File: src/rtl/fc_pkg.sv
package fc_pkg;

  typedef enum logic [1:0] {
    ST_IDLE = 2'd0,
    ST_LOOK = 2'd1,
    ST_WAIT = 2'd2,
    ST_RESP = 2'd3
  } fc_state_e;

  localparam logic [1:0] FCLS_NONE = 2'd0;
  localparam logic [1:0] FCLS_ONE  = 2'd1;
  localparam logic [1:0] FCLS_TWO  = 2'd2;
  localparam logic [1:0] FCLS_DEAD = 2'd3;

endpackage

File: src/rtl/fc_tag_store.sv
module fc_tag_store
  import fc_pkg::*;
#(
  parameter int SETS  = 4,
  parameter int WAYS  = 4,
  parameter int TAG_W = 6,
  localparam int SET_W = $clog2(SETS),
  localparam int WAY_W = $clog2(WAYS),
  localparam int AGE_W = $clog2(WAYS)
) (
  input  logic                              clk,
  input  logic                              rst_n,
  input  logic                              cfg_en,
  input  logic [SET_W-1:0]                  cfg_set,
  input  logic [WAY_W-1:0]                  cfg_way,
  input  logic [1:0]                        cfg_cls,
  input  logic [SET_W-1:0]                  rd_set,
  output logic [WAYS-1:0]                   rd_valid,
  output logic [WAYS-1:0]                   rd_dis,
  output logic [WAYS-1:0][1:0]              rd_cls,
  output logic [WAYS-1:0][TAG_W-1:0]        rd_tag,
  output logic [WAYS-1:0][AGE_W-1:0]        rd_age,
  input  logic                              upd_en,
  input  logic                              upd_fill,
  input  logic [WAY_W-1:0]                  upd_way,
  input  logic [TAG_W-1:0]                  upd_tag
);

  logic [SETS-1:0][WAYS-1:0]             valid_q, valid_d;
  logic [SETS-1:0][WAYS-1:0]             dis_q,   dis_d;
  logic [SETS-1:0][WAYS-1:0][1:0]        cls_q,   cls_d;
  logic [SETS-1:0][WAYS-1:0][TAG_W-1:0]  tag_q,   tag_d;
  logic [SETS-1:0][WAYS-1:0][AGE_W-1:0]  age_q,   age_d;
  logic                                  store_en;

  assign store_en = upd_en | cfg_en;

  // Read side: the whole set addressed by the lookup
  assign rd_valid = valid_q[rd_set];
  assign rd_dis   = dis_q[rd_set];
  assign rd_cls   = cls_q[rd_set];
  assign rd_tag   = tag_q[rd_set];
  assign rd_age   = age_q[rd_set];

  // Next state: recency update and fill first, configuration last
  always_comb begin
    valid_d = valid_q;
    dis_d   = dis_q;
    cls_d   = cls_q;
    tag_d   = tag_q;
    age_d   = age_q;
    if (upd_en) begin
      for (int w = 0; w < WAYS; w++) begin
        if (WAY_W'(w) == upd_way) begin
          age_d[rd_set][w] = '0;
        end else if (age_q[rd_set][w] < age_q[rd_set][upd_way]) begin
          age_d[rd_set][w] = age_q[rd_set][w] + AGE_W'(1);
        end
      end
      if (upd_fill) begin
        valid_d[rd_set][upd_way] = 1'b1;
        tag_d[rd_set][upd_way]   = upd_tag;
      end
    end
    if (cfg_en) begin
      cls_d[cfg_set][cfg_way]   = cfg_cls;
      dis_d[cfg_set][cfg_way]   = (cfg_cls == FCLS_DEAD);
      valid_d[cfg_set][cfg_way] = 1'b0;
    end
  end

  always_ff @(posedge clk or negedge rst_n) begin
    if (!rst_n) begin
      valid_q <= '0;
      dis_q   <= '0;
      cls_q   <= '0;
      tag_q   <= '0;
      for (int s = 0; s < SETS; s++) begin
        for (int w = 0; w < WAYS; w++) begin
          age_q[s][w] <= AGE_W'(w);
        end
      end
    end else if (store_en) begin
      valid_q <= valid_d;
      dis_q   <= dis_d;
      cls_q   <= cls_d;
      tag_q   <= tag_d;
      age_q   <= age_d;
    end
  end

  // a fill chosen by the controller never lands in a switched-off line
  assert_no_fill_off_R3: assert property (@(posedge clk) disable iff (!rst_n)
    (upd_en && upd_fill) |-> !dis_q[rd_set][upd_way]);

endmodule

File: src/rtl/fc_lookup.sv
module fc_lookup
  import fc_pkg::*;
#(
  parameter int WAYS  = 4,
  parameter int TAG_W = 6,
  localparam int WAY_W = $clog2(WAYS)
) (
  input  logic                        clk,
  input  logic                        rst_n,
  input  logic                        chk_en,
  input  logic [WAYS-1:0]             way_valid,
  input  logic [WAYS-1:0]             way_dis,
  input  logic [WAYS-1:0][1:0]        way_cls,
  input  logic [WAYS-1:0][TAG_W-1:0]  way_tag,
  input  logic [TAG_W-1:0]            req_tag,
  output logic                        hit,
  output logic [WAY_W-1:0]            hit_way,
  output logic [1:0]                  hit_cls
);

  logic [WAYS-1:0] match;

  for (genvar g = 0; g < WAYS; g++) begin : g_cmp
    assign match[g] = way_valid[g] & ~way_dis[g] & (way_tag[g] == req_tag);
  end

  always_comb begin
    hit     = |match;
    hit_way = '0;
    hit_cls = FCLS_NONE;
    for (int w = 0; w < WAYS; w++) begin
      if (match[w]) begin
        hit_way = WAY_W'(w);
        hit_cls = way_cls[w];
      end
    end
  end

  // allocation only on a miss keeps every tag unique within a set
  assert_single_match_R3: assert property (@(posedge clk) disable iff (!rst_n)
    chk_en |-> $onehot0(match));

endmodule

File: src/rtl/fc_victim.sv
module fc_victim #(
  parameter int WAYS = 4,
  localparam int WAY_W = $clog2(WAYS),
  localparam int AGE_W = $clog2(WAYS)
) (
  input  logic [WAYS-1:0]             way_valid,
  input  logic [WAYS-1:0]             way_dis,
  input  logic [WAYS-1:0][AGE_W-1:0]  way_age,
  output logic                        vic_ok,
  output logic [WAY_W-1:0]            vic_way
);

  logic             free_ok;
  logic [WAY_W-1:0] free_way;
  logic             old_ok;
  logic [WAY_W-1:0] old_way;
  logic [AGE_W-1:0] old_age;

  // Lowest-numbered enabled empty way
  always_comb begin
    free_ok  = 1'b0;
    free_way = '0;
    for (int w = 0; w < WAYS; w++) begin
      if (!way_dis[w] && !way_valid[w] && !free_ok) begin
        free_ok  = 1'b1;
        free_way = WAY_W'(w);
      end
    end
  end

  // Oldest enabled way
  always_comb begin
    old_ok  = 1'b0;
    old_way = '0;
    old_age = '0;
    for (int w = 0; w < WAYS; w++) begin
      if (!way_dis[w] && (!old_ok || (way_age[w] > old_age))) begin
        old_ok  = 1'b1;
        old_way = WAY_W'(w);
        old_age = way_age[w];
      end
    end
  end

  assign vic_ok  = old_ok;
  assign vic_way = free_ok ? free_way : old_way;

endmodule

File: src/rtl/flt_cache_ctrl.sv
module flt_cache_ctrl
  import fc_pkg::*;
#(
  parameter int SETS     = 4,
  parameter int WAYS     = 4,
  parameter int TAG_W    = 6,
  parameter int CORR_CYC = 2,
  localparam int SET_W  = $clog2(SETS),
  localparam int WAY_W  = $clog2(WAYS),
  localparam int AGE_W  = $clog2(WAYS),
  localparam int ADDR_W = TAG_W + SET_W,
  localparam int CNT_W  = $clog2(CORR_CYC + 1)
) (
  input  logic              clk,
  input  logic              rst_n,
  input  logic              cfg_mode,
  input  logic              cfg_we,
  input  logic [SET_W-1:0]  cfg_set,
  input  logic [WAY_W-1:0]  cfg_way,
  input  logic [1:0]        cfg_cls,
  input  logic              req_valid,
  output logic              req_ready,
  input  logic [ADDR_W-1:0] req_addr,
  output logic              rsp_valid,
  input  logic              rsp_ready,
  output logic              rsp_hit,
  output logic [WAY_W-1:0]  rsp_way,
  output logic              rsp_corr,
  output logic              rsp_uncached
);

  fc_state_e         state_q, state_d;
  logic [ADDR_W-1:0] addr_q;
  logic [CNT_W-1:0]  cnt_q, cnt_d;
  logic              hit_q, hit_d;
  logic [WAY_W-1:0]  way_q, way_d;
  logic              corr_q, corr_d;
  logic              unc_q, unc_d;

  logic              accept;
  logic              addr_en;
  logic              rsp_en;
  logic              cfg_en;

  logic [SET_W-1:0]  look_set;
  logic [TAG_W-1:0]  look_tag;

  logic [WAYS-1:0]            rd_valid;
  logic [WAYS-1:0]            rd_dis;
  logic [WAYS-1:0][1:0]       rd_cls;
  logic [WAYS-1:0][TAG_W-1:0] rd_tag;
  logic [WAYS-1:0][AGE_W-1:0] rd_age;

  logic              lk_hit;
  logic [WAY_W-1:0]  lk_way;
  logic [1:0]        lk_cls;
  logic              vic_ok;
  logic [WAY_W-1:0]  vic_way;

  logic              upd_en;
  logic              upd_fill;
  logic [WAY_W-1:0]  upd_way;

  assign look_set = addr_q[SET_W-1:0];
  assign look_tag = addr_q[ADDR_W-1:SET_W];
  assign cfg_en   = cfg_mode & cfg_we;

  assign req_ready    = (state_q == ST_IDLE) && !cfg_mode;
  assign accept       = req_valid && req_ready;
  assign addr_en      = accept;
  assign rsp_en       = (state_q == ST_LOOK);
  assign rsp_valid    = (state_q == ST_RESP);
  assign rsp_hit      = hit_q;
  assign rsp_way      = way_q;
  assign rsp_corr     = corr_q;
  assign rsp_uncached = unc_q;

  fc_tag_store #(.SETS(SETS), .WAYS(WAYS), .TAG_W(TAG_W)) u_store (
    .clk      (clk),
    .rst_n    (rst_n),
    .cfg_en   (cfg_en),
    .cfg_set  (cfg_set),
    .cfg_way  (cfg_way),
    .cfg_cls  (cfg_cls),
    .rd_set   (look_set),
    .rd_valid (rd_valid),
    .rd_dis   (rd_dis),
    .rd_cls   (rd_cls),
    .rd_tag   (rd_tag),
    .rd_age   (rd_age),
    .upd_en   (upd_en),
    .upd_fill (upd_fill),
    .upd_way  (upd_way),
    .upd_tag  (look_tag)
  );

  fc_lookup #(.WAYS(WAYS), .TAG_W(TAG_W)) u_lookup (
    .clk       (clk),
    .rst_n     (rst_n),
    .chk_en    (rsp_en),
    .way_valid (rd_valid),
    .way_dis   (rd_dis),
    .way_cls   (rd_cls),
    .way_tag   (rd_tag),
    .req_tag   (look_tag),
    .hit       (lk_hit),
    .hit_way   (lk_way),
    .hit_cls   (lk_cls)
  );

  fc_victim #(.WAYS(WAYS)) u_victim (
    .way_valid (rd_valid),
    .way_dis   (rd_dis),
    .way_age   (rd_age),
    .vic_ok    (vic_ok),
    .vic_way   (vic_way)
  );

  // Next-state logic
  always_comb begin
    state_d  = state_q;
    cnt_d    = cnt_q;
    hit_d    = hit_q;
    way_d    = way_q;
    corr_d   = corr_q;
    unc_d    = unc_q;
    upd_en   = 1'b0;
    upd_fill = 1'b0;
    upd_way  = '0;
    case (state_q)
      ST_IDLE: begin
        if (accept) state_d = ST_LOOK;
      end
      ST_LOOK: begin
        hit_d  = 1'b0;
        corr_d = 1'b0;
        unc_d  = 1'b0;
        if (lk_hit) begin
          upd_en  = 1'b1;
          upd_way = lk_way;
          hit_d   = 1'b1;
          way_d   = lk_way;
          if (lk_cls != FCLS_NONE) begin
            corr_d  = 1'b1;
            cnt_d   = CNT_W'(CORR_CYC - 1);
            state_d = ST_WAIT;
          end else begin
            state_d = ST_RESP;
          end
        end else if (vic_ok) begin
          upd_en   = 1'b1;
          upd_fill = 1'b1;
          upd_way  = vic_way;
          way_d    = vic_way;
          state_d  = ST_RESP;
        end else begin
          unc_d   = 1'b1;
          way_d   = '0;
          state_d = ST_RESP;
        end
      end
      ST_WAIT: begin
        if (cnt_q == '0) state_d = ST_RESP;
        else             cnt_d   = cnt_q - CNT_W'(1);
      end
      ST_RESP: begin
        if (rsp_ready) state_d = ST_IDLE;
      end
      default: state_d = ST_IDLE;
    endcase
  end

  // Registers
  always_ff @(posedge clk or negedge rst_n) begin
    if (!rst_n) begin
      state_q <= ST_IDLE;
      cnt_q   <= '0;
    end else begin
      state_q <= state_d;
      cnt_q   <= cnt_d;
    end
  end

  always_ff @(posedge clk or negedge rst_n) begin
    if (!rst_n) begin
      addr_q <= '0;
    end else if (addr_en) begin
      addr_q <= req_addr;
    end
  end

  always_ff @(posedge clk or negedge rst_n) begin
    if (!rst_n) begin
      hit_q  <= 1'b0;
      way_q  <= '0;
      corr_q <= 1'b0;
      unc_q  <= 1'b0;
    end else if (rsp_en) begin
      hit_q  <= hit_d;
      way_q  <= way_d;
      corr_q <= corr_d;
      unc_q  <= unc_d;
    end
  end

  // one lookup at a time
  assert_one_in_flight_R6: assert property (@(posedge clk) disable iff (!rst_n)
    (req_valid && req_ready) |=> !req_ready);

  // a stalled response holds its fields
  assert_rsp_hold_R10: assert property (@(posedge clk) disable iff (!rst_n)
    (rsp_valid && !rsp_ready) |=> (rsp_valid && $stable(rsp_hit) && $stable(rsp_way)
                                   && $stable(rsp_corr) && $stable(rsp_uncached)));

  // an uncacheable answer is never a hit
  assert_uncached_no_hit_R9: assert property (@(posedge clk) disable iff (!rst_n)
    (rsp_valid && rsp_uncached) |-> (!rsp_hit && !rsp_corr));

  // the correction flag only accompanies hits
  assert_corr_only_hit_R5: assert property (@(posedge clk) disable iff (!rst_n)
    (rsp_valid && rsp_corr) |-> rsp_hit);

  // an uncorrected answer appears one edge after acceptance
  assert_fast_latency_R4: assert property (@(posedge clk) disable iff (!rst_n)
    ($rose(rsp_valid) && !rsp_corr) |-> $past(req_valid && req_ready, 2));

endmodule

File: config.mk
export PLATFORM = sky130hd
export DESIGN_NAME = flt_cache_ctrl
export DESIGN_NICKNAME = d
export VERILOG_FILES = /design/src/rtl/fc_pkg.sv /design/src/rtl/fc_tag_store.sv /design/src/rtl/fc_lookup.sv /design/src/rtl/fc_victim.sv /design/src/rtl/flt_cache_ctrl.sv
export SDC_FILE = /design/constraint.sdc
export NUM_CORES = 1
export LEC_CHECK = 0
export BUFFER_PORTS_ARGS = -buffer_cell sky130_fd_sc_hd__buf_2
export CAP_MARGIN = 10
export CORE_ASPECT_RATIO = 0.8
export CORE_MARGIN = 2
export CORE_UTILIZATION = 30
export DETAILED_ROUTE_END_ITERATION = 10
export GPL_TIMING_DRIVEN = 0
export PLACE_DENSITY = 0.44
export SETUP_SLACK_MARGIN = 0.2
export SYNTH_ARGS = -nofsm -noshare
export SYNTH_HDL_FRONTEND = slang
export SYNTH_HIERARCHICAL = 1
export SYNTH_SLANG_ARGS = --single-unit
File: constraint.sdc
create_clock -name clk -period 16.9 [get_ports clk]
set_input_delay 1.69 -clock clk [delete_from_list [all_inputs] [get_ports clk]]
set_output_delay 1.69 -clock clk [all_outputs]
set_load 0.02 [all_outputs]
==> impl_metrics.ini, run 1 <==
[status]
status = complete, no violations

[setup_path]
critPathKind = reg -> reg
cp-start-kind = register
cp_common_cell = ha_1
r2r-start = addr_q[0]
rr_endpoint = u_store/age_q[4]
path_max_fanout = 10
cp_slowest_cell = mux4_2
rrSetupSlack_ns = 7.73
cp-end-kind = register
arrival_ns = 9.59
r2r_cells = 31
crit_required_ns = 17.32
max_stage_delay_ns = 0.71

[global_routing]
met2_usage_pct = 23.3
grt_max_degree = 114
grt_pass1_vias = 7056
grt_use_total_pct = 15.9
grt.overflow.total = 0
antenna_found_initial = 0
use_met3_pct = 2.85
grt_pass1_wl_um = 45300
grt_use_met1_pct = 24.5
grt_busiest_layer = met1

[cells_and_area]
final_util_pct = 34.7
nets = 894
diodes = 0
drive_above_1_share_pct = 38.1
syn_to_final_growth_pct = 14.4
final_cell_area_um2 = 12400

[synthesis]
synth_compound_area_share_pct = 6.80
ys_ff_latch = 209
synth_top_family_by_area = multiplexers
syn_area_um2 = 10900
syn_inst = 807
ys_types = 75
ys_async_sr_fraction_pct = 100
synthSimpleGateAreaFrac_pct = 8.36
yosys_most_used_dff = dfrtp_1
synth_largest_area_cell = dfrtp_1
synthAdderAreaFrac_pct = 1.84
synth-edff-count = 0
synth_xor_area_share_pct = 2.26
synth_top_area_share_pct = 44.5
ys.warnings.count = 6
netlist_top_cells_area = dfrtp_1 (44%), mux2_2 (17%), mux4_2 (10%), dfstp_2 (3.9%), mux2_1 (2.4%)
synth_area_per_cell_um2 = 13.5
synthMuxAreaShare_pct = 30.1
synth_nets = 843
seq_area_frac_synth_pct = 48.4

[sta]
finalSetupViolCount = 0
skew_ns = 0.0217
min_period_over_period_pct = 54.3
rsz0062_at_grt = no
slew_headroom_pct = 28.4
final_hold_viol_count = 0
fin_crit_ns = 9.17
tns_ns = 0
clock.fmax_mhz = 109
worstMarginPinSlew_ns = 1.07
slew_viol_final = 0

[job]
drv_cap = 0

[routing]
drtPass1Iterations = 5
vias = 6929
initialDrtViolationCount = 388
drtAntennaViolNets = 0
drc = 0
post_drt_wl_per_cell_um = 21.5
wl_um = 29100
viasPerCell = 5.12

[placement]
portBuffers = 25
place_hpwl_um = 19700
routabilityCongestion = 0.764
placedInstanceArea_um2 = 11600

[die]
start_util_pct = 30.4
die_w_um = 217
die_area_um2 = 37700
ios = 27
rows = 62
die_h_um = 174
fp.coreArea_um2 = 35800

[pwr]
ir_drop_mv = 0.0620
p_total_w = 0.00205
leakagePower_nw = 5.42
power_density_nw_per_um2 = 165

[clock_tree]
cts_tree = done
h-tree-depth = 1
cts_resized = 0
cts_sinks = 209
root_buffer = clkbuf_16
clock_latency_ns = 0.55
cts_buffers = 23
clk_pin_slew_ns = 0.06
postCtsHoldBufs = 0
clockBufferDepth = 3
postCtsSetupBuffers = 0

[hold_path]
hold_start = u_store/age_q[19]
whs_path_depth = 1
min_path_type = reg -> reg
worstHoldEndpoint = u_store/age_q[19]
[cell type report]
| class | count | area, um^2 |
|---|---|---|
| clock inverter | 9 | 138 |
| timing repair buffer | 26 | 163 |
| clock buffer | 32 | 659 |
| inverter | 17 | 63.8 |
| fill | 3522 | 23300 |
| multi-input combinational | 541 | 5360 |
| sequential | 209 | 5250 |
| buffer | 40 | 184 |
| tap | 480 | 601 |
[cells in the final DEF (no fill, tap or decap), drive strengths merged, types with 3 or more instances in the layout]
cell | synthesis | final
o211ai | 3 | 3
buf | 18 | 44
a2111oi | 4 | 4
bufinv | 0 | 3
o41a | 4 | 4
or4 | 4 | 4
o41ai | 8 | 8
xnor2 | 18 | 18
clkbuf | 22 | 54
a21oi | 7 | 7
a21boi | 4 | 4
nor2b | 15 | 15
or4b | 3 | 3
nor3 | 11 | 11
dfstp | 16 | 16
and2b | 3 | 3
mux4 | 50 | 50
dfrtp | 193 | 193
nor2 | 56 | 56
inv | 17 | 18
a22o | 3 | 3
nor4 | 3 | 3
and3 | 3 | 3
mux2 | 189 | 189
nand2 | 26 | 26
nand2b | 8 | 8
clkinv | 0 | 4
a21o | 5 | 5
o21ai | 23 | 23
and2 | 8 | 8
o21a | 4 | 4
nand4 | 7 | 7
nand3 | 15 | 15
ha | 16 | 16
xor2 | 10 | 10
[metrics by stage]
stage               cells  hold slack (ns)  worst slack, ns
finish               1354            0.479             7.73
detailed placement   1313            0.469             7.64
CTS                  1354            0.483             7.59
global route         1354            0.504             7.00
global placement     1312            0.462             7.64
floorplan             807            0.445             9.39
[cell usage after synthesis, drive strengths merged, types with 3 or more instances]
master	count
dfrtp	193
mux2	189
nor2	56
mux4	50
nand2	26
o21ai	23
clkbuf	22
buf	18
xnor2	18
inv	17
dfstp	16
ha	16
nand3	15
nor2b	15
nor3	11
xor2	10
and2	8
nand2b	8
o41ai	8
a21oi	7
nand4	7
a21o	5
a2111oi	4
a21boi	4
o21a	4
o41a	4
or4	4
a22o	3
and2b	3
and3	3
nor4	3
o211ai	3
or4b	3
[how the worst max path moves through the flow]
stage                                    to  slack, ns  cells past startpoint       from
after global placement    u_store/age_q[15]       7.64                     33  addr_q[0]
after detailed placement  u_store/age_q[30]       7.64                     33  addr_q[0]
after CTS                 u_store/age_q[14]       7.59                     33  addr_q[0]
final                      u_store/age_q[4]       7.73                     31  addr_q[0]
after floorplan           u_store/age_q[12]       9.39                     31  addr_q[0]
after global routing       u_store/age_q[8]       7.00                     29  addr_q[0]
[flip-flops by register name (all words and copies together), names as in the netlist]
register	cells
cnt_q	2
u_store/cls_q	32
u_store/valid_q	16
u_store/age_q	32
addr_q	8
rsp_way	2
u_store/dis_q	16
rsp_hit	1
state_q	2
rsp_uncached	1
u_store/tag_q	96
rsp_corr	1
[cell families after synthesis]
logic type	count (synthesis)
flip-flops	209
buffers and inverters	57
adder cells (fa/ha/maj)	16
XOR/XNOR	28
multiplexers	240
AND/OR/NAND/NOR	171
AO/OA/AOI/OAI	86
[worst max-delay path, delay by kind of cell, from the launching register on]
kind | cells | cell delay, ns
AND/OR/NAND/NOR | 7 | 1.19
buffers and inverters | 6 | 2.38
AO/OA/AOI/OAI | 10 | 1.83
multiplexers | 4 | 1.97
flip-flops | 1 | 0.50
adder cells (fa/ha/maj) | 4 | 1.14
[layer usage]
metal,up-vias,wire length [um]
met2,111,12700
met3,29,1050
met1,3670,14900
met4,0,488
met5,-,0
li1,3119,-
[power breakdown]
group          leakage [nW]  total (W)  switching, W  internal, W
Sequential             2.73   0.000724     0.0000989     0.000625
Combinational          2.30   0.000787      0.000440     0.000347
Clock                 0.392   0.000537      0.000218     0.000320
Total                  5.42    0.00205      0.000756      0.00129
No activity file was read; power rests on OpenSTA's default activity.
==> run 2: changes to the inputs <==
clock period = 9.4 ns   (was 16.9 ns; I/O delays follow)
==> impl_metrics.ini, run 2 (synthesis results as in run 1) <==
[pwr]
pwr-share-seq_pct = 35.4
power_frac_clock_pct = 26.2
switching_share_pct = 36.9
leakagePower_nw = 5.43
p_comb_share_pct = 38.4
power_switching_w = 0.00136
power_density_nw_per_um2 = 296
ir_drop_mv = 0.111
p_int_w = 0.00232

[die]
die_h_um = 174
rows = 62
start_util_pct = 30.4
fp.coreArea_um2 = 35800
ios = 27
die_w_um = 217
die_area_um2 = 37700

[setup_path]
rr_endpoint = u_store/age_q[14]
r2r-start = addr_q[1]
r2r_cells = 34
critPathCapture = u_store/age_q[14]
rrSetupSlack_ns = 1.03
crit_required_ns = 9.86
crit_start = addr_q[1]
cp_common_cell = ha_1
path_max_fanout = 10
critPathKind = reg -> reg
arrival_ns = 8.83
cp-start-kind = register
cp_slowest_cell = mux4_2
cp-end-kind = register
max_stage_delay_ns = 0.53

[routing]
initialDrtViolationCount = 395
post_drt_wl_per_cell_um = 21.5
drtAntennaViolNets = 0
viasPerCell = 5.08
drtPass1Iterations = 4
vias = 6867
wl_um = 29000
drc = 0

[cells_and_area]
reg.largest.list = u_store/tag_q x96, u_store/age_q x32, u_store/cls_q x32
final_cells = 1353
layout_common_cells = dfrtp_1 (193), mux2_2 (165), nor2_1 (56), mux4_2 (50), buf_2 (33)
diodes = 0
largest_reg_flops = 96
nets = 893
drive_above_1_share_pct = 38.5
register_area_um2 = 5250
largest_register = u_store/tag_q
fill_cells = 3517
final_util_pct = 34.7
multiInputGateArea_um2 = 5360
final_common_cell = dfrtp_1
syn_to_final_growth_pct = 14.4
final_cell_area_um2 = 12400

[status]
status = complete, no violations

[sta]
slew_viol_final = 0
skew_ns = 0.0230
tns_ns = 0
min_period_over_period_pct = 89.1
clock.fmax_mhz = 119
finalSetupViolCount = 0
worstMarginPinSlew_ns = 1.09
slew_headroom_pct = 26.8
fin_crit_ns = 8.37
final_hold_viol_count = 0
rsz0062_at_grt = no

[clock_tree]
postCtsHoldBufs = 0
cts_sinks = 209
h-tree-depth = 1
postCtsSetupBuffers = 0
clk_pin_slew_ns = 0.06
cts_tree = done
clock_latency_ns = 0.55
root_buffer = clkbuf_16
clockBufferDepth = 3
cts_buffers = 23

[placement]
place_inst = 1313
portBuffers = 25
placedInstanceArea_um2 = 11600
routabilityCongestion = 0.764
place_hpwl_um = 19700

[global_routing]
grt_use_total_pct = 15.8
antenna_found_initial = 0
grt.overflow.total = 0
grt_max_degree = 114
grt_pass1_vias = 7061
grt_pass1_wl_um = 45200

[job]
drv_cap = 0

[hold_path]
min_path_type = in -> async
## run 2: cell types whose count changed in the layout (fill, tap and decap cells not counted), sizes merged
| cell | previous run | this run |
|---|---|---|
| buf | 44 | 41 |
| clkbuf | 54 | 56 |
## run 2: final cells by class
class,instances,area share (%)
clock buffers,32,5.31
well taps,480,4.84
plain buffers,39,1.47
inverters,17,0.514
clock inverters,9,1.11
flip-flops and latches,209,42.3
repair buffers,26,1.31
multi-input cells,541,43.2
## run 2: worst min path at each step
stage,from,to,slack [ns],cells past startpoint
5_1_grt,rst_n,addr_q[3],0.50,1
2_1_floorplan,u_store/dis_q[4],u_store/dis_q[4],0.45,2
3_3_place_gp,u_store/dis_q[1],u_store/dis_q[1],0.46,2
4_1_cts,rst_n,addr_q[3],0.47,1
3_5_place_dp,u_store/age_q[19],u_store/age_q[19],0.47,1
6_report,rst_n,addr_q[3],0.44,1
## run 2: metal layers
layer  up-vias  routed length, um  global-route usage (%)
met1      3623              14800                    24.4
met2        95              12600                    23.3
met3        29               1170                    2.85
met5         -                  0                       0
li1       3120                  -                       -
met4         0                488                    2.83
## run 2: per-stage QoR
step,power (W),setup WS [ns],hold WS [ns]
final,0.00368,1.03,0.438
after global routing,0.00391,0.409,0.502
after CTS,0.00374,0.464,0.473
after floorplan,0.00229,1.89,0.445
after global placement,0.00273,0.142,0.462
after detailed placement,0.00275,0.139,0.469
## run 2: power groups by stage
stage          Sequential, W  Clock, W  Combinational [W]
2_1_floorplan        0.00125         0            0.00104
3_3_place_gp         0.00132         0            0.00141
3_5_place_dp         0.00132         0            0.00143
4_1_cts              0.00130   0.00100            0.00143
5_1_grt              0.00134   0.00104            0.00154
6_report             0.00130  0.000964            0.00141
## run 2: what timing repair did
action | 4_1_cts | 5_1_grt
hold endpoints to repair | 0 | 0
gates resized for setup | 0 | 4
pin swaps | 0 | 0
setup endpoints to repair | 28 | 32
## run 2: critical path: cells and delay by family (launching register included)
family	cells	cell delay, ns
flops	1	0.36
simple gates	8	1.02
fa+ha+maj	4	1.12
buf+inv	8	2.15
mux	4	1.77
compound gates	10	1.86
